**config.mk**
```make
export PLATFORM = sky130hd
export DESIGN_NAME = cpreg_scan_chain
export DESIGN_NICKNAME = d
export VERILOG_FILES = /design/src/rtl/cpreg_chain_pkg.sv /design/src/rtl/cpc_chain_select.sv /design/src/rtl/cpc_scan_reg.sv /design/src/rtl/cpc_access_ctrl.sv /design/src/rtl/cpreg_scan_chain.sv
export SDC_FILE = /design/constraint.sdc
export NUM_CORES = 1
export LEC_CHECK = 0
export BUFFER_PORTS_ARGS = -buffer_cell sky130_fd_sc_hd__buf_4
export CAP_MARGIN = 20
export CORE_UTILIZATION = 46
export DETAILED_ROUTE_END_ITERATION = 8
export PLACE_DENSITY_LB_ADDON = 0.05
export SYNTH_ARGS = -nofsm -noshare
export SYNTH_HDL_FRONTEND = slang
export SYNTH_SLANG_ARGS = --single-unit
```
**constraint.sdc**
```tcl
create_clock -name clk -period 1.45 [get_ports clk]
set_input_delay 0.0725 -clock clk [delete_from_list [all_inputs] [get_ports clk]]
set_output_delay 0.0725 -clock clk [all_outputs]
set_load 0.03 [all_outputs]
```
**src/rtl/cpreg_chain_pkg.sv**
```systemverilog
// Package: shared constants and the access phase type of the coprocessor
// register scan chain. Assumes a 4-bit scan-chain number space.
package cpreg_chain_pkg;
    localparam int unsigned CPC_DATA_W   = 32;
    localparam int unsigned CPC_ADDR_W   = 14;
    localparam int unsigned CPC_CHAIN_W  = 4;
    localparam int unsigned CPC_CHAIN_ID = 15;

    // Phase of the single access the chain can have in flight.
    typedef enum logic [1:0] {
        PH_IDLE = 2'd0,   // nothing issued since reset
        PH_BUSY = 2'd1,   // request outstanding on the port
        PH_DONE = 2'd2    // most recent access acknowledged
    } cpc_phase_e;
endpackage

```
**src/rtl/cpc_chain_select.sv**
```systemverilog
// Module: qualifies the TAP strobes with the chain selection.
// Assumes chain_num and intest_sel are stable while the strobes are used.
module cpc_chain_select #(
    parameter int unsigned CHAIN_W  = 4,
    parameter int unsigned CHAIN_ID = 15
) (
    input  logic [CHAIN_W-1:0] chain_num,
    input  logic               intest_sel,
    input  logic               capture_en,
    input  logic               shift_en,
    input  logic               update_en,
    output logic               sel_capture,
    output logic               sel_shift,
    output logic               sel_update
);
    localparam logic [CHAIN_W-1:0] OWN_ID = CHAIN_W'(CHAIN_ID);

    logic chosen;

    // Gate every strobe with the chain match and the test instruction.
    always_comb begin
        chosen      = (chain_num == OWN_ID) && intest_sel;
        sel_capture = chosen && capture_en;
        sel_shift   = chosen && shift_en;
        sel_update  = chosen && update_en;
    end
endmodule

```
**src/rtl/cpc_scan_reg.sv**
```systemverilog
// Module: the serial frame register. Capture has priority over shift.
// TDI enters at the top bit and TDO is bit 0, so frames move LSB first.
module cpc_scan_reg #(
    parameter int unsigned FRAME_W = 48
) (
    input  logic               clk,
    input  logic               rst_n,
    input  logic               cap_en,
    input  logic               sh_en,
    input  logic               tdi,
    input  logic [FRAME_W-1:0] cap_val,
    output logic [FRAME_W-1:0] frame_q,
    output logic               tdo
);
    // Load the capture value or shift one place toward bit 0.
    always_ff @(posedge clk) begin
        if (!rst_n) begin
            frame_q <= '0;
        end else if (cap_en) begin
            frame_q <= cap_val;
        end else if (sh_en) begin
            frame_q <= {tdi, frame_q[FRAME_W-1:1]};
        end
    end

    // Serial output is the low bit of the register.
    always_comb tdo = frame_q[0];
endmodule

```
**src/rtl/cpc_access_ctrl.sv**
```systemverilog
// Module: turns an update into one coprocessor request, holds it until
// acknowledge, tracks completion and keeps the most recent read word.
// Assumes cp_ack is only meaningful while cp_req is high.
module cpc_access_ctrl
    import cpreg_chain_pkg::*;
#(
    parameter int unsigned DATA_W = 32,
    parameter int unsigned ADDR_W = 14
) (
    input  logic              clk,
    input  logic              rst_n,
    input  logic              upd_en,
    input  logic              f_acc,
    input  logic              f_rnw,
    input  logic [ADDR_W-1:0] f_addr,
    input  logic [DATA_W-1:0] f_data,
    output logic              done_flag,
    output logic [DATA_W-1:0] rd_word,
    output logic              cp_req,
    output logic              cp_wr,
    output logic [ADDR_W-1:0] cp_addr,
    output logic [DATA_W-1:0] cp_wdata,
    input  logic              cp_ack,
    input  logic [DATA_W-1:0] cp_rdata
);
    cpc_phase_e        phase;
    logic              cmd_wr;
    logic [ADDR_W-1:0] cmd_addr;
    logic [DATA_W-1:0] cmd_data;
    logic [DATA_W-1:0] rd_buf;

    // Advance the phase; a new access is accepted only when none is busy.
    always_ff @(posedge clk) begin
        if (!rst_n) begin
            phase    <= PH_IDLE;
            cmd_wr   <= 1'b0;
            cmd_addr <= '0;
            cmd_data <= '0;
            rd_buf   <= '0;
        end else if (phase == PH_BUSY) begin
            if (cp_ack) begin
                phase <= PH_DONE;
                if (!cmd_wr) begin
                    rd_buf <= cp_rdata;
                end
            end
        end else if (upd_en && f_acc) begin
            phase    <= PH_BUSY;
            cmd_wr   <= f_rnw;
            cmd_addr <= f_addr;
            cmd_data <= f_data;
            rd_buf   <= '0;
        end
    end

    // Drive the port and the status seen by the next capture.
    always_comb begin
        cp_req    = (phase == PH_BUSY);
        cp_wr     = cmd_wr;
        cp_addr   = cmd_addr;
        cp_wdata  = cmd_data;
        done_flag = (phase == PH_DONE);
        rd_word   = rd_buf;
    end
endmodule

```
**src/rtl/cpreg_scan_chain.sv**
```systemverilog
// Module: top of the coprocessor register scan chain. Splits the frame
// into fields, builds the capture value and wires the sub-blocks.
// Assumes the TAP delivers single-cycle strobes synchronous to clk.
module cpreg_scan_chain
    import cpreg_chain_pkg::*;
#(
    parameter int unsigned DATA_W   = CPC_DATA_W,
    parameter int unsigned ADDR_W   = CPC_ADDR_W,
    parameter int unsigned CHAIN_W  = CPC_CHAIN_W,
    parameter int unsigned CHAIN_ID = CPC_CHAIN_ID
) (
    input  logic               clk,
    input  logic               rst_n,
    input  logic [CHAIN_W-1:0] chain_num,
    input  logic               intest_sel,
    input  logic               capture_en,
    input  logic               shift_en,
    input  logic               update_en,
    input  logic               tdi,
    output logic               tdo,
    output logic               cp_req,
    output logic               cp_wr,
    output logic [ADDR_W-1:0]  cp_addr,
    output logic [DATA_W-1:0]  cp_wdata,
    input  logic               cp_ack,
    input  logic [DATA_W-1:0]  cp_rdata
);
    localparam int unsigned ACC_POS = DATA_W;
    localparam int unsigned ADR_LO  = DATA_W + 1;
    localparam int unsigned RNW_POS = DATA_W + ADDR_W + 1;
    localparam int unsigned FRAME_W = DATA_W + ADDR_W + 2;

    logic               sel_capture;
    logic               sel_shift;
    logic               sel_update;
    logic [FRAME_W-1:0] frame_q;
    logic [FRAME_W-1:0] cap_val;
    logic               done_flag;
    logic [DATA_W-1:0]  rd_word;

    cpc_chain_select #(
        .CHAIN_W  (CHAIN_W),
        .CHAIN_ID (CHAIN_ID)
    ) u_sel (
        .chain_num   (chain_num),
        .intest_sel  (intest_sel),
        .capture_en  (capture_en),
        .shift_en    (shift_en),
        .update_en   (update_en),
        .sel_capture (sel_capture),
        .sel_shift   (sel_shift),
        .sel_update  (sel_update)
    );

    // Capture value: direction and address read back as zero.
    always_comb cap_val = {1'b0, {ADDR_W{1'b0}}, done_flag, rd_word};

    cpc_scan_reg #(
        .FRAME_W (FRAME_W)
    ) u_sreg (
        .clk     (clk),
        .rst_n   (rst_n),
        .cap_en  (sel_capture),
        .sh_en   (sel_shift),
        .tdi     (tdi),
        .cap_val (cap_val),
        .frame_q (frame_q),
        .tdo     (tdo)
    );

    cpc_access_ctrl #(
        .DATA_W (DATA_W),
        .ADDR_W (ADDR_W)
    ) u_acc (
        .clk       (clk),
        .rst_n     (rst_n),
        .upd_en    (sel_update),
        .f_acc     (frame_q[ACC_POS]),
        .f_rnw     (frame_q[RNW_POS]),
        .f_addr    (frame_q[ADR_LO +: ADDR_W]),
        .f_data    (frame_q[DATA_W-1:0]),
        .done_flag (done_flag),
        .rd_word   (rd_word),
        .cp_req    (cp_req),
        .cp_wr     (cp_wr),
        .cp_addr   (cp_addr),
        .cp_wdata  (cp_wdata),
        .cp_ack    (cp_ack),
        .cp_rdata  (cp_rdata)
    );
endmodule

```
==> out/results.ini <==
[synthesis]
syn_nets=638
synth.distinct_cells=34
yosysTopAreaCell=dfxtp_1
synth_top_family_by_area=simple AND/OR/NAND/NOR gates
synthSimpleGateAreaFrac_pct=19.2
synth_area_leaders=dfxtp_1 (48%), mux2i_1 (8.8%), nand2_1 (6.8%)
yosys-top-cells-count=dfxtp_1 (129), nand2_1 (97), nor3_1 (62)
ys_seq_area_share_pct=48.5
yosys_warnings=0
dominantRegCellSynth=dfxtp_1
synth_area_mm2=0.00533
synth_compound_area_share_pct=16.9
synth_edf_count=0
synth_mux_area_share_pct=8.83
synth_most_common_cell=dfxtp_1
synth_top_area_share_pct=48.5
synth_fa_ha_area_share_pct=0
synthXorXnorAreaFrac_pct=0
synth_cells=594
avgSynthCellArea_um2=8.97
ys_seq_elements=129
synth-async-reset-ratio_pct=0

[sta]
hold_viol=0
maxSlewHeadroom_pct=47.6
fin_skew_ps=13.8
min_period_over_period_pct=97.2
slew_viol_final=0
rsz0062_at_grt=no
setup_viol=0
max_freq_ghz=0.710
worst_pin_slew_ps=786
period_minus_slack_ps=1410

[route]
wl_per_cell_um=15.3
first_pass_iters=4
wl_um=13200
detail-route-antenna-nets=0
via_per_inst=5.46
route.detailed.drc=0
drt_iter0_markers=202
num_vias=4710

[placement]
portBuffers=92
hpwl_um=8180
gp_congestion=0.746

[floorplanning]
rows=38
die-area_mm2=0.0120
die_h_um=110
io_pins=93
design.core.area_mm2=0.0111
die_w_um=110
initial_utilization_pct=48.1

[power]
irDropWorstVdd_mv=1.09
power_mw=8.23
switching_share_pct=21.4
leakage_nw=2.55
power_frac_seq_pct=43.4
pwr-share-clk_pct=51.1
combPwrFrac_pct=5.4
p_int_mw=6.47
power.switching_mw=1.76
p_per_area_mw_per_mm2=1150

[clock_network]
path_clk_slew_ps=50
cts_htree_levels=4
clock_latency_ps=420
clock_sinks=129
cts.path.max_buffers=2
cts_tree=built
cts_root_buf=clkbuf_16
numCtsBuffers=17

[layout]
n_antenna_cell=0
n_fill_cell=957
finish.utilization_pct=64.6
syn_to_final_growth_pct=34.3
seq_area_mm2=0.00258
multiInputGateArea_mm2=0.00240
drive_above_1_share_pct=21.9
final_nets=753

[hold_path]
hold_depth=3
min_path_type=in -> reg
min-delay-start=shift_en
whs_endpoint=u_sreg.frame_q[19]

[critical_path]
r2r_setup_slack_ps=40
critPathArrivalTime_ps=1710
worstSetupPathType=reg -> reg
required_ps=1750
critical-path-slowest-cell=dfxtp_1
crit_family=buffers and inverters
r2r_start=u_acc.phase[0]
max_stage_delay_ps=300
end_kind=register
path_max_fanout=11
worstReg2RegEnd=u_acc.rd_word[14]
worstPathCellList=nor2b_2, nor4_4, buf_4, bufbuf_16, o2bb2ai_1
ff2ff_path_depth=5
cp_num_buf_inv=2
cp-start-kind=register

[grt]
grt_max_degree=81
grt-ovfl-total=0
grt_usage_pct=23.3
first_global_vias=4516
grt_pass1_wl_um=21500
grt_antenna_before_repair=0

[flow_run]
drv_cap=0

[outcome]
outcome=finished, final reports clean

per-layer routing:
| metal | global-route usage (%) | wire length, um |
|---|---|---|
| met5 | 0 | 0 |
| met4 | 7.62 | 131 |
| met3 | 6.99 | 613 |
| met2 | 39.8 | 6520 |
| met1 | 28.1 | 5920 |
power by group through the flow:
| stage | Clock, mW | Sequential, mW | Combinational [mW] |
|---|---|---|---|
| after CTS | 4.28 | 3.58 | 0.447 |
| after detailed placement | 0 | 3.65 | 0.371 |
| final | 4.21 | 3.58 | 0.449 |
| after floorplan | 0 | 3.65 | 0.199 |
| after global routing | 4.43 | 3.58 | 0.492 |
| after global placement | 0 | 3.65 | 0.364 |
stage by stage:
step	hold WS [ps]	cells	setup TNS [ps]	setup slack, ps	instance area [um2]
floorplan	189	594	0	19.0	5330
global placement	274	793	-234	-19.1	6160
detailed placement	278	793	-2040	-117	6160
CTS	104	862	0	28.0	7160
global route	121	862	0	4.07	7160
finish	110	862	0	41.2	7160
flip-flops by register name, summed over array words and instances, names as in the netlist:
signal	flops
u_acc.rd_word	32
u_acc.cp_wr	1
u_acc.phase	2
u_acc.cp_wdata	32
u_acc.cp_addr	14
u_sreg.frame_q	48
worst max-delay path by stage:
stage,startpoint,end,cells past startpoint
6_report,u_acc.phase[0],u_acc.rd_word[14],5
3_5_place_dp,chain_num[1],u_sreg.frame_q[42],6
5_1_grt,u_acc.phase[0],u_acc.rd_word[18],5
2_1_floorplan,u_acc.phase[0],u_acc.rd_word[10],5
4_1_cts,u_sreg.frame_q[32],u_acc.rd_word[14],5
3_3_place_gp,chain_num[1],u_sreg.frame_q[42],6
cells in the final DEF, fill, tap and decap left out, drive strengths merged, types with 3 or more instances in the layout:
| master | count |
|---|---|
| dfxtp | 129 |
| buf | 121 |
| nand2 | 97 |
| nor3 | 62 |
| nand3 | 51 |
| a21oi | 47 |
| mux2i | 47 |
| dlygate4sd3 | 35 |
| o2bb2ai | 32 |
| o31ai | 31 |
| clkbuf | 23 |
| o21ai | 17 |
| clkinvlp | 4 |
| clkinv | 3 |
worst reg2reg max path, delay by kind of cell, from the launching register on:
kind	cells	cell delay, ps
and+or+nand+nor	2	430
DFF	1	300
AOI/OAI and AO/OA	1	60
buffers and inverters	2	500
final cells by class:
class	instances	share of cell area (%)
tap	140	2.45
clock inverter	9	1.47
timing repair buffer	157	19.5
clock buffer	23	6.82
inverter	1	0.0525
multi-input combinational	403	33.6
sequential	129	36.1
cell families after synthesis:
| family | Yosys count |
|---|---|
| compound gates | 135 |
| buf+inv | 62 |
| flops | 129 |
| mux | 47 |
| simple gates | 221 |
what timing repair did:
action | 4_1_cts | 5_1_grt
hold buffers | 35 | 0
gates resized for setup | 3 | 0
cloned | 1 | 0
pin swaps | 1 | 1
setup buffers | 1 | 0
hold endpoints to repair | 35 | 0
endpoints found under the setup margin | 43 | 17
Note: power is estimated with default switching activity, not from simulation.
